**src/rtl/rjl_pkg.sv**
```systemverilog
package rjl_pkg;
    localparam int INSTR_W = 32;
    localparam logic [5:0] MAJOR_OPC = 6'b111110;

    typedef enum logic {
        MODE_BASE = 1'b0,
        MODE_ALT  = 1'b1
    } mode_e;

    typedef struct packed {
        logic       hit;
        logic       other;
        logic [4:0] src_idx;
        logic [15:0] imm;
    } dec_t;
endpackage

```
**src/rtl/rjl_decode.sv**
```systemverilog
module rjl_decode
    import rjl_pkg::*;
(
    input  logic               valid_i,
    input  logic [INSTR_W-1:0] instr_i,
    output dec_t               dec_o
);
    logic opc_match;
    logic sel_zero;

    always_comb begin
        opc_match     = (instr_i[31:26] == MAJOR_OPC);
        sel_zero      = (instr_i[25:21] == 5'd0);
        dec_o.hit     = valid_i && opc_match && sel_zero;
        dec_o.other   = valid_i && opc_match && !sel_zero;
        dec_o.src_idx = instr_i[20:16];
        dec_o.imm     = instr_i[15:0];
    end
endmodule

```
**src/rtl/rjl_target.sv**
```systemverilog
module rjl_target #(
    parameter int XLEN  = 32,
    parameter int IMM_W = 16
) (
    input  logic [XLEN-1:0]  base_i,
    input  logic [IMM_W-1:0] imm_i,
    input  logic [XLEN-1:0]  pc_i,
    input  logic             alt_i,
    output logic [XLEN-1:0]  target_o,
    output logic             low_bit_o,
    output logic [XLEN-1:0]  ret_o
);
    localparam int EXT_W = XLEN - IMM_W;
    localparam logic [XLEN-1:0] STEP = XLEN'(4);

    logic [XLEN-1:0] imm_ext;
    logic [XLEN-1:0] sum;

    always_comb begin
        imm_ext   = {{EXT_W{imm_i[IMM_W-1]}}, imm_i};
        sum       = base_i + imm_ext;
        low_bit_o = sum[0];
        target_o  = alt_i ? {sum[XLEN-1:1], 1'b0} : sum;
        ret_o     = pc_i + STEP;
    end
endmodule

```
**src/rtl/rjl_mode_fsm.sv**
```systemverilog
module rjl_mode_fsm
    import rjl_pkg::*;
(
    input  logic clk,
    input  logic rst_n,
    input  logic load_i,
    input  logic val_i,
    output logic mode_o
);
    mode_e state_q;
    mode_e state_d;

    always_comb begin
        state_d = state_q;
        unique case (state_q)
            MODE_BASE: if (load_i && val_i)  state_d = MODE_ALT;
            MODE_ALT:  if (load_i && !val_i) state_d = MODE_BASE;
            default:   state_d = MODE_BASE;
        endcase
    end

    always_ff @(posedge clk or negedge rst_n) begin
        if (!rst_n) state_q <= MODE_BASE;
        else        state_q <= state_d;
    end

    always_comb begin
        unique case (state_q)
            MODE_ALT: mode_o = 1'b1;
            default:  mode_o = 1'b0;
        endcase
    end
endmodule

```
**src/rtl/rjl_unit.sv**
```systemverilog
module rjl_unit
    import rjl_pkg::*;
#(
    parameter int XLEN     = 32,
    parameter int IMM_W    = 16,
    parameter int REG_W    = 5,
    parameter int LINK_REG = 31
) (
    input  logic               clk,
    input  logic               rst_n,
    input  logic               valid_i,
    input  logic [INSTR_W-1:0] instr_i,
    input  logic [XLEN-1:0]    pc_i,
    input  logic [XLEN-1:0]    src_val_i,
    input  logic               alt_isa_en_i,
    output logic [REG_W-1:0]   src_idx_o,
    output logic               taken_o,
    output logic [XLEN-1:0]    target_o,
    output logic               squash_o,
    output logic               link_we_o,
    output logic [REG_W-1:0]   link_idx_o,
    output logic [XLEN-1:0]    link_data_o,
    output logic               other_op_o,
    output logic               mode_load_o,
    output logic               mode_load_val_o,
    output logic               isa_mode_o
);
    localparam logic [REG_W-1:0] LINK_IDX = REG_W'(LINK_REG);

    dec_t            dec;
    logic [XLEN-1:0] tgt;
    logic [XLEN-1:0] ret;
    logic            low_bit;

    rjl_decode u_dec (
        .valid_i (valid_i),
        .instr_i (instr_i),
        .dec_o   (dec)
    );

    rjl_target #(.XLEN(XLEN), .IMM_W(IMM_W)) u_tgt (
        .base_i    (src_val_i),
        .imm_i     (dec.imm),
        .pc_i      (pc_i),
        .alt_i     (alt_isa_en_i),
        .target_o  (tgt),
        .low_bit_o (low_bit),
        .ret_o     (ret)
    );

    always_comb begin
        src_idx_o       = REG_W'(dec.src_idx);
        taken_o         = dec.hit;
        squash_o        = dec.hit;
        link_we_o       = dec.hit;
        link_idx_o      = LINK_IDX;
        target_o        = dec.hit ? tgt : '0;
        link_data_o     = dec.hit ? ret : '0;
        other_op_o      = dec.other;
        mode_load_o     = dec.hit && alt_isa_en_i;
        mode_load_val_o = dec.hit && alt_isa_en_i && low_bit;
    end

    rjl_mode_fsm u_mode (
        .clk    (clk),
        .rst_n  (rst_n),
        .load_i (mode_load_o),
        .val_i  (mode_load_val_o),
        .mode_o (isa_mode_o)
    );
endmodule

```
**config.mk**
```make
export PLATFORM = sky130hd
export DESIGN_NAME = rjl_unit
export DESIGN_NICKNAME = d
export VERILOG_FILES = /design/src/rtl/rjl_pkg.sv /design/src/rtl/rjl_decode.sv /design/src/rtl/rjl_target.sv /design/src/rtl/rjl_mode_fsm.sv /design/src/rtl/rjl_unit.sv
export SDC_FILE = /design/constraint.sdc
export NUM_CORES = 1
export LEC_CHECK = 0
export ABC_AREA = 1
export BUFFER_PORTS_ARGS = -buffer_cell sky130_fd_sc_hd__buf_2
export CAP_MARGIN = 15
export CORE_UTILIZATION = 40
export CTS_BUF_LIST = sky130_fd_sc_hd__clkbuf_16
export DETAILED_ROUTE_END_ITERATION = 7
export PLACE_DENSITY = 0.8
export RECOVER_POWER = 25
export SYNTH_ARGS = -nofsm -noshare
export SYNTH_HDL_FRONTEND = slang
export SYNTH_SLANG_ARGS = --single-unit
```
**constraint.sdc**
```tcl
create_clock -name clk -period 2.9 [get_ports clk]
set_input_delay 0.725 -clock clk [delete_from_list [all_inputs] [get_ports clk]]
set_output_delay 0.725 -clock clk [all_outputs]
set_load 0.02 [all_outputs]
```
# After elaboration in Yosys (flattened, before gate mapping)

Index checks and enable logic that the tools add are counted.

Word-level logic and storage cells: 22
Output and inout bits: 81
Input port bits: 100
Bits in registers: 1

$add $sub $neg: 2
Mux-type cells: 7
Equal/unequal tests: 1
Reductions and logical operators: 10
Bitwise gates (word level): 1

Operators by type and width:

| operator                                       | count |
|---|---|
| two-way mux 32 bit                             | 2 |
| adder 32 x 3 -> 32 bit (second input constant) | 1 |
| adder 32 bit                                   | 1 |
| logical AND 1 bit                              | 7 |
| equality test 6 bit (second input constant)    | 1 |
| zero test 5 bit                                | 1 |
| two-way mux 1 bit                              | 4 |
| zero test 1 bit                                | 2 |
| one-hot mux 1 bit (2 select lines)             | 1 |
| inverter 1 bit                                 | 1 |

# Logic depth before layout (Yosys ltp)

Gate-level depths: netlist of run 1.

Word-level depth: 9
Depth in mapped cells: 13
Mapped depth without buffers: 13

# Modules after synthesis

From an unflattened synthesis of run 1, not the netlist that was laid out.

Cells, all modules: 820
Area, all modules: 3928.8 µm²

Modules (own cells, without submodules):

| module       | times used | area an instance (µm²) | cells each | seq. area each (µm²) |
|---|---|---|---|---|
| rjl_target   | 1          | 3042.9                 | 630        | 0.0 |
| rjl_unit     | 1          | 620.6                  | 147        | 0.0 |
| rjl_decode   | 1          | 225.2                  | 38         | 0.0 |
| rjl_mode_fsm | 1          | 40.0                   | 5          | 25.0 |

# Least setup slack after synthesis of run 1

No wires, ideal clock.

Kind: input port to output port
Start: input port instr_i[0]
End: output port target_o[16]
Path slack: -158 ps
Buffers on the path: 0
Arrival: 2333 ps
Required time: 2175 ps
Cell stages on the path: 12
Cells stage by stage: ha_1 inv_1 fa_1 inv_1 nand3_1 nand3_1 nand2_1 nand2_1 inv_1 o21ai_0 o21ai_0 nor2_1

Longest elaborated chain between the ends: 2

RTL lines:

| what               | RTL line         | text |
|---|---|---|
| start, declared    | rjl_unit.sv:12   | `input logic [INSTR_W-1:0] instr_i,` |
| adder 32 bit       | rjl_target.sv:21 | `sum = base_i + imm_ext;` |
| two-way mux 32 bit | rjl_unit.sv:57   | `target_o = dec.hit ? tgt : '0;` |
| end, declared      | rjl_unit.sv:18   | `output logic [XLEN-1:0] target_o,` |

Every way passes these cells.

# Worst setup path in the final report of run 1

Start: input port src_val_i[0]
End: output port target_o[24]

Longest elaborated chain between the ends: 2

RTL lines:

| what               | RTL line         | text |
|---|---|---|
| start, declared    | rjl_unit.sv:14   | `input logic [XLEN-1:0] src_val_i,` |
| adder 32 bit       | rjl_target.sv:21 |  |
| two-way mux 32 bit | rjl_unit.sv:57   |  |

Every way passes these cells.

==> impl_metrics.ini, run 1 <==
[status]
status = finished with violations
violations = negative setup slack

[placement]
place_congestion = 0.940
dp_cells = 1066
io_buffers = 165
placed_cell_area_sq_um = 4870
dpl.hpwl_mm = 9.61

[sta]
setup_viol = 14
postLayoutSetupSlackWorst_ns = -0.152
max_clock_freq_ghz = 0.328
period_share = 1.05
drv_slew = 0
hold_viol = 0
clock_skew_ns = 0
grt_setup_unrepaired = yes
layout_min_cycle_time_ns = 3.05

[job]
maxCapViolCount = 0

[critical_path]
slowest_delay_ns = 0.34
crit_chain = buf_8 -> ha_4 -> inv_2 -> fa_2 -> inv_2 -> nand3_2 -> nand3_2 -> nand2_1 -> nand2_2 -> buf_4 -> nand2_2 -> nand4_1 -> nand2_1 -> nor2_2 -> buf_6
path_delay_family = simple AND/OR/NAND/NOR gates
endpoint_kind = output pin
critical_path_buf_inv_count = 5
crit_slowest_cell = fa_2
critPathArrivalTime_ns = 2.33
required_ns = 2.17
critPathMaxFanout = 4
cp-start-kind = input pin
worstSetupPathType = in -> out

[yosys]
synthArstFlopShare = 1.00
synthCells = 757
synth_area_sq_um = 3600
synth_ff_type = dfrtp_1
avgSynthCellArea_sq_um = 4.76
ys_ff_latch = 1
synth_warnings = 0
yosysTopAreaCellShare = 0.286
synth_area_leaders = nand2_1 29%, inv_1 16%, ha_1 11%
synth_cell_type_count = 37
synth_edf_count = 0
ys_seq_area_frac = 0.00695
yosysTopAreaCell = nand2_1

[routing]
antenna_left = 0
vias = 5842
detail_route.vias_per_cell = 5.40
wirelength_mm = 16.5
drtPass1Iterations = 5
drt-initial-drc-count = 488
avgRoutedWirePerCell_microns = 15.2
drc = 0

[floorplan]
io_pins = 181
fp.dieH_microns = 96.9
die_x_microns = 96.9
die_area_sq_um = 9380
fp.coreArea_sq_um = 8720
initial_core_util = 0.413
rows = 34

[final_layout]
drive_gt1_frac = 0.454
final_net_count = 1109
design_area_sq_um = 6210
layoutNonFillerInstCount = 1082
antenna_cells = 0
area_growth_pct = 72.5

[power_and_ir_drop]
p_comb_frac = 0.986
finalPower_mw = 1.02
p_switching_mw = 0.579
netSwitchingFraction = 0.568
ir_drop_v = 0.0000972
cellPowerDensity_nw_per_um2 = 164
internal-power_mw = 0.440
p_leak_nw = 3.51
power.share.clock = 0
p_seq_frac = 0.014

[grt]
antenna_found_initial = 0
first_global_vias = 4708
grt_pass1_wl_mm = 20.1
grt_max_degree = 34
grt_util_all_layers = 0.248
grt.overflow.total = 0

[clock_tree]
ctsHoldBuffers = 0
clk_latency_ns = 0
clk_pin_slew_ns = 0

[worst_hold_path]
hold_path_class = in -> async
-- worst register-to-register path: stages, from the launching register on --
cell and delay, ns:
dfrtp_1 0.35, inv_1 0.05, o21bai_1 0.06
-- power by group through the flow --
stage	Sequential, mW	Combinational [mW]	Clock [mW]
after global routing	0.0144	1.07	0
after floorplan	0.0145	0.390	0
after detailed placement	0.0144	0.631	0
after CTS	0.0144	0.728	0
final	0.0144	1.00	0
after global placement	0.0144	0.622	0
-- routing by layer --
metal  vias to the layer above  wire, microns  GRT usage
met5                         -              0          0
met4                         0            898     0.0563
met3                        97           1330     0.0181
met2                       393           7840      0.464
met1                      2601           6430      0.306
li1                       2751              -          -
-- worst paths after layout --
kind,startpoint,to,slack [ns],cells past startpoint
max,src_val_i[0],target_o[24],-0.15,15
max in group asynchronous,rst_n,asynchronous set/reset pin,2.28,1
min in group clk,flip-flop,flip-flop,0.52,2
min reg2reg,flip-flop,flip-flop,0.52,2
max reg2reg,flip-flop,flip-flop,2.31,2
min,rst_n,asynchronous set/reset pin,0.50,1
-- placed cells by master (no fill, tap or decap), types with 2 or more instances in the layout --
cell       netlist  routed
a21oi_1         50      31
buf_4           12      80
nor2_1         102      77
nor3_4           2       3
nand2_2          3      66
inv_2            1      18
a31oi_1          2       2
inv_4            0       2
nand2_1        274     191
ha_4             0      31
o21bai_1         3       3
a211oi_1         2       2
xnor2_1          2       2
nand2_4          2      22
nand3_1         36      22
a21oi_4          0       3
nor3_2           0       3
buf_8            0       3
o21ai_0         22      16
nor2_4           4      11
nand3_2          2      13
a21oi_2          1      17
nor2_2           1      19
inv_1          155     136
o21ai_2          0       2
o21ai_1          1       4
nand3b_1         4       4
o21a_1           7       7
nand4_1          2       2
clkbuf_1         2       7
buf_2            4     123
clkbuf_16        0       2
nor3_1          17      13
nand3_4          0       3
conb_1           1       5
buf_6            0      14
nor4_1           3       3
-- final cells by class --
class | count | area (sq um)
multi-input cells | 586 | 3920
flip-flops and latches | 1 | 25.0
well taps | 108 | 135
repair buffers | 231 | 1540
inverters | 156 | 591
fillers | 633 | 2510
-- through the flow --
step	TNS, ns	utilization	hold slack, ns	setup slack (ns)
2_1_floorplan	-0.0244	-	0.429	-0.0244
3_3_place_gp	-3.15	0.558	0.506	-0.210
3_5_place_dp	-3.69	0.558	0.508	-0.241
4_1_cts	-0.208	0.614	0.508	-0.0380
5_1_grt	-2.59	0.712	0.515	-0.202
6_report	-1.19	0.712	0.503	-0.152
-- cells by family after synthesis --
group	after synthesis	share of synthesized area
adders and majority gates	33	0.117
and+or+nand+nor	457	0.540
other	1	0.00104
DFF	1	0.00695
xor gates and xnor gates	3	0.00730
buffers and inverters	174	0.195
AOI/OAI and AO/OA	88	0.132
-- synth_stat cells, types with 3 or more instances --
| cell type | count |
|---|---|
| nand2_1 | 274 |
| inv_1 | 155 |
| nor2_1 | 102 |
| a21oi_1 | 50 |
| nand3_1 | 36 |
| ha_1 | 32 |
| o21ai_0 | 22 |
| nor3_1 | 17 |
| buf_4 | 12 |
| o21a_1 | 7 |
| buf_2 | 4 |
| nand3b_1 | 4 |
| nor2_4 | 4 |
| nand2_2 | 3 |
| nor4_1 | 3 |
| o21bai_1 | 3 |
-- timing repair --
item / CTS / global route
gates resized for setup: 84 / 204
cloned: 0 / 2
buffers inserted: 2 / 12
pin swaps: 12 / 69
endpoints found under the setup margin: 25 / 34
(Power assumes the default switching activity.)
==> run 2: changes to the inputs <==
--- a/config.mk
+++ b/config.mk
@@ -11,8 +11,9 @@
 export CORE_UTILIZATION = 40
 export CTS_BUF_LIST = sky130_fd_sc_hd__clkbuf_16
 export DETAILED_ROUTE_END_ITERATION = 7
-export PLACE_DENSITY = 0.8
+export PLACE_DENSITY = 0.78
 export RECOVER_POWER = 25
+export SKIP_CTS_REPAIR_TIMING = 1
 export SYNTH_ARGS = -nofsm -noshare
 export SYNTH_HDL_FRONTEND = slang
 export SYNTH_SLANG_ARGS = --single-unit
==> constraint.sdc (replaced) <==
create_clock -name clk -period 3.9 [get_ports clk]
set_input_delay 0.975 -clock clk [delete_from_list [all_inputs] [get_ports clk]]
set_output_delay 0.975 -clock clk [all_outputs]
set_load 0.02 [all_outputs]
==> run 2 against run 1 <==
  * The flow now finishes without violations
  * Sequential share of layout area up 0.15 points
  * Sequential power decreased by 26%
  * Register-to-register slack better by 0.97 ns
  * Setup slack improved by 0.34 ns
  * Critical path depth down 1
  * Final area is 28% lower
  * Routed wire length decreased by 36%
  * Power is 58% lower
  * Core utilization down 20 points
  * Critical path type unchanged
==> impl_metrics.ini, run 2 (synthesis results as in run 1) <==
[routing]
vias = 4849
detail_route.vias_per_cell = 4.75
drtPass1Iterations = 5
drt-initial-drc-count = 208
antenna_left = 0
wirelength_mm = 10.6
drc = 0
avgRoutedWirePerCell_microns = 10.4

[placement]
placed_cell_area_sq_um = 4510
io_buffers = 165
dp_slack_ns = 0.177
place_congestion = 0.891
dpl.hpwl_mm = 9.21

[power_and_ir_drop]
ir_drop_v = 0.0000455
cellPowerDensity_nw_per_um2 = 94.4
p_leak_nw = 2.99

[sta]
drv_slew = 0
grt_setup_unrepaired = no
period_share = 0.951
hold_viol = 0
fin_tns_setup_ns = 0
maxSlewHeadroom = 0.232
holdWs_ns = 0.549
layout_min_cycle_time_ns = 3.71
postLayoutSetupSlackWorst_ns = 0.193
setup_viol = 0
max_clock_freq_ghz = 0.270
worst_pin_slew_ns = 1.15
clock_skew_ns = 0

[worst_hold_path]
hold_path_class = reg -> reg

[grt]
grt_pass1_wl_mm = 18.1
grt_max_degree = 45
grt.overflow.total = 0
antenna_found_initial = 0
grt_util_all_layers = 0.220
first_global_vias = 4368

[critical_path]
critPathMaxFanout = 4
worstSetupPathType = in -> out
crit_chain = buf_2 -> ha_1 -> inv_1 -> fa_1 -> inv_1 -> nand3_1 -> nand3_2 -> nand2_1 -> nand2_1 -> inv_1 -> o21ai_0 -> o21ai_0 -> nor2_1 -> buf_2
path_common_cell = inv_1
crit_slowest_cell = fa_1
critPathArrivalTime_ns = 2.73
critical_path_buf_inv_count = 5
required_ns = 2.92
endpoint_kind = output pin
path_delay_family = adder cells
cp-start-kind = input pin
slowest_delay_ns = 0.38

[final_layout]
final_common_cell = nand2_1
layout_common_cells = 274 x nand2_1, 155 x inv_1, 154 x buf_2, 102 x nor2_1, 50 x a21oi_1
design_area_sq_um = 4500
antenna_cells = 0
drive_gt1_frac = 0.194
area_growth_pct = 24.9
final_net_count = 1048

[floorplan]
die_area_sq_um = 9380
initial_core_util = 0.413
die_x_microns = 96.9
fp.dieH_microns = 96.9
rows = 34
fp.coreArea_sq_um = 8720
io_pins = 181

[clock_tree]
clk_latency_ns = 0
clk_pin_slew_ns = 0

[job]
maxCapViolCount = 0

[status]
status = finished clean
-- run 2: changes by cell type in the layout (fill, tap and decap cells not counted), sizes merged --
cell,before,now
buf,222,158
clkbuf,9,12
-- run 2: layer usage --
metal  routed length (microns)  GRT usage
met1                      4830      0.278
met5                         0          0
met3                       558     0.0145
met2                      5040      0.408
met4                       190     0.0448
-- run 2: report_power, final --
part / leakage, nW / switching, mW / internal, mW
Sequential: 0.00879 / 0.0000495 / 0.0106
Combinational: 2.98 / 0.264 / 0.149
Clock: 0 / 0 / 0
Total: 2.99 / 0.264 / 0.160
-- run 2: final timing paths --
check / start / end / slack [ns] / cells after the start
setup reg to reg: flip-flop / flip-flop / 3.28 / 2
min in group asynchronous: rst_n / asynchronous set/reset pin / 0.75 / 1
max in group asynchronous: rst_n / asynchronous set/reset pin / 3.07 / 1
hold / removal: flip-flop / flip-flop / 0.55 / 2
hold reg to reg: flip-flop / flip-flop / 0.55 / 2
setup / recovery: instr_i[0] / target_o[16] / 0.19 / 14
-- run 2: final cells by class --
type	instances	area, sq um
fillers	975	4230
inverters	156	586
multi-input cells	586	2890
flip-flops and latches	1	25.0
well taps	108	135
repair buffers	170	858
-- run 2: stage by stage --
| step | utilization | power, mW | cells |
|---|---|---|---|
| 2_1_floorplan | - | 0.298 | 761 |
| 3_3_place_gp | 0.517 | 0.415 | 1021 |
| 3_5_place_dp | 0.517 | 0.419 | 1021 |
| 4_1_cts | 0.517 | 0.421 | 1021 |
| 5_1_grt | 0.515 | 0.486 | 1021 |
| 6_report | 0.515 | 0.424 | 1021 |
-- run 2: worst reg2reg max path: cells and delay by family, from the launching register on --
kind	cells	cell delay [ns]
DFF	1	0.36
AOI/OAI and AO/OA	1	0.07
buffers and inverters	1	0.06
==> run 3: changes to the inputs <==
--- a/config.mk
+++ b/config.mk
@@ -5,15 +5,15 @@
 export SDC_FILE = /design/constraint.sdc
 export NUM_CORES = 1
 export LEC_CHECK = 0
-export ABC_AREA = 1
 export BUFFER_PORTS_ARGS = -buffer_cell sky130_fd_sc_hd__buf_2
 export CAP_MARGIN = 15
 export CORE_UTILIZATION = 40
 export CTS_BUF_LIST = sky130_fd_sc_hd__clkbuf_16
 export DETAILED_ROUTE_END_ITERATION = 7
-export PLACE_DENSITY = 0.78
+export PLACE_DENSITY = 0.84
 export RECOVER_POWER = 25
 export SKIP_CTS_REPAIR_TIMING = 1
+export SLEW_MARGIN = 25
 export SYNTH_ARGS = -nofsm -noshare
 export SYNTH_HDL_FRONTEND = slang
 export SYNTH_SLANG_ARGS = --single-unit
==> constraint.sdc (replaced) <==
create_clock -name clk -period 3.9 [get_ports clk]
set_input_delay 0.195 -clock clk [delete_from_list [all_inputs] [get_ports clk]]
set_output_delay 0.195 -clock clk [all_outputs]
set_load 0.02 [all_outputs]
==> run 3 against run 2 <==
  * The run now ends with max-capacitance violations, max-slew violations left
  * Power fell by 4.6%
  * Combinational power shrank 4.8%
  * Via count down 30%
  * Clock skew did not move
  * Routed wire length is 20% lower
  * First-iteration DRC count fell by 50%
==> impl_metrics.ini, run 3 <==
[grt]
grt_pass1_wl_mm = 13.9
grt_util_all_layers = 0.230
grt.overflow.total = 0
first_global_vias = 3155
grt_max_degree = 44
antenna_found_initial = 0

[job]
maxCapViolCount = 1

[yosys]
ys_ff_latch = 1
yosysTopAreaCell = ha_1
yosysMostFrequentCell = nor2_1
ys_seq_area_frac = 0.00943
synth_edf_count = 0
yosysTopAreaCellShare = 0.151
synthArstFlopShare = 1.00
synthCells = 410
synth_top_cells_by_count = 77 x nor2_1, 38 x a21oi_1, 34 x nand2_1
synth_cell_type_count = 51
avgSynthCellArea_sq_um = 6.48
synth_area_sq_um = 2660
synth_ff_type = dfrtp_1
synth_area_leaders = ha_1 15%, nor2_1 11%, xor2_1 8.9%
synth_warnings = 0

[floorplan]
io_pins = 181
die_x_microns = 83.5
initial_core_util = 0.416
rows = 29
fp.dieH_microns = 83.5
die_area_sq_um = 6970
fp.coreArea_sq_um = 6390

[routing]
antenna_left = 0
wirelength_mm = 8.50
dr_wl_met3_microns = 456
wl_met2_mm = 4.33
drtPass1Iterations = 4
highest_layer = met4
detail_route.vias_per_cell = 5.35
drt-initial-drc-count = 105
wl_met1_mm = 3.61
avgRoutedWirePerCell_microns = 13.4
vias = 3389
drc = 0

[sta]
hold_viol = 0
clock_skew_ns = 0
maxSlewHeadroom = -0.0735
period_share = 0.844
setup_viol = 0
drv_slew = 44
max_clock_freq_ghz = 0.304
layout_min_cycle_time_ns = 3.29
grt_setup_unrepaired = no
fin_tns_setup_ns = 0
worst_pin_slew_ns = 1.61

[final_layout]
final_net_count = 691
final_common_cell = buf_2
drive_gt1_frac = 0.302
fillerInstances = 660
antenna_cells = 0
layout_common_cells = 152 x buf_2, 77 x nor2_1, 38 x a21oi_1, 34 x nand2_1, 32 x ha_1
area_growth_pct = 30.2

[status]
violations = max-capacitance violations, max-slew violations
status = finished with violations

[placement]
place_congestion = 0.916
dpl.hpwl_mm = 7.20
io_buffers = 165

[critical_path]
cp-start-kind = input pin
critPathArrivalTime_ns = 3.10
required_ns = 3.70
critPathMaxFanout = 4
rrSetupSlack_ns = 3.15
worstSetupPathType = in -> out
worstRegToRegCells = 1
endpoint_kind = output pin

[power_and_ir_drop]
p_leak_nw = 1.75
cellPowerDensity_nw_per_um2 = 117
ir_drop_v = 0.0000664
finalPower_mw = 0.405

[worst_hold_path]
hold_path_class = in -> out
min-delay-start = instr_i[16]
hold_end = src_idx_o[0]
holdPathStages = 0

[clock_tree]
clk_latency_ns = 0
-- run 3: cell count changes after synthesis, sizes merged, moves of 22 or more --
| cell | before | now |
|---|---|---|
| xor2 | 1 | 27 |
| xnor2 | 2 | 24 |
| inv | 156 | 12 |
| nand3 | 38 | 14 |
| nor2 | 108 | 77 |
| nand2 | 279 | 34 |
-- run 3: through the flow --
stage	hold WS (ns)	worst slack, ns	utilization	cells	instance area [sq um]
after floorplan	-0.101	1.11	-	414	2670
after global placement	-0.0275	0.748	0.542	632	3460
after CTS	-0.0288	0.639	0.542	632	3460
after detailed placement	-0.0290	0.647	0.542	632	3460
after global routing	0.390	0.475	0.541	633	3460
final	0.390	0.607	0.541	633	3460
-- run 3: kinds of logic (layout without fill, tap and decap cells) --
kind of cell,Yosys count,count (layout),share of synthesized area
muxes,1,1,0.00424
and+or+nand+nor,181,181,0.323
buffers and inverters,37,179,0.0693
xor gates and xnor gates,51,51,0.168
AOI/OAI and AO/OA,105,105,0.266
DFF,1,1,0.00942
other,1,5,0.00141
adders and majority gates,33,33,0.158
-- run 3: worst max path at each step --
stage	from	endpoint	slack, ns	cells after the start
CTS	src_val_i[0]	target_o[30]	0.64	13
global placement	src_val_i[0]	target_o[30]	0.75	13
global route	src_val_i[0]	target_o[30]	0.47	13
floorplan	instr_i[0]	target_o[22]	1.11	10
finish	src_val_i[0]	target_o[30]	0.61	13
detailed placement	src_val_i[0]	target_o[30]	0.65	13
-- run 3: layout make-up --
class | instances | area (sq um) | share of cell area
sequential | 1 | 25.0 | 0.00724
multi-input combinational | 376 | 2460 | 0.712
timing repair buffer | 167 | 828 | 0.240
tap | 77 | 96.3 | 0.0279
inverter | 12 | 45.0 | 0.0130
-- run 3: critical path, stage by stage --
cell	delay, ns
buf_2	0.09
ha_1	0.19
inv_1	0.07
fa_1	0.37
and2b_1	0.25
o211ai_2	0.13
a2111oi_4	0.41
nor3b_2	0.15
a2111oi_4	0.51
o211ai_1	0.21
a21o_1	0.20
a21oi_2	0.10
buf_2	0.20
-- run 3: per-layer routing --
metal	vias up	track usage
met1	1513	0.281
met5	-	0
li1	1737	-
met3	8	0.0198
met4	0	0.0462
met2	131	0.437
-- run 3: power by group --
| part | switching (mW) | total, mW | internal (mW) |
|---|---|---|---|
| Sequential | 0.0000189 | 0.0106 | 0.0106 |
| Combinational | 0.225 | 0.394 | 0.169 |
| Clock | 0 | 0 | 0 |
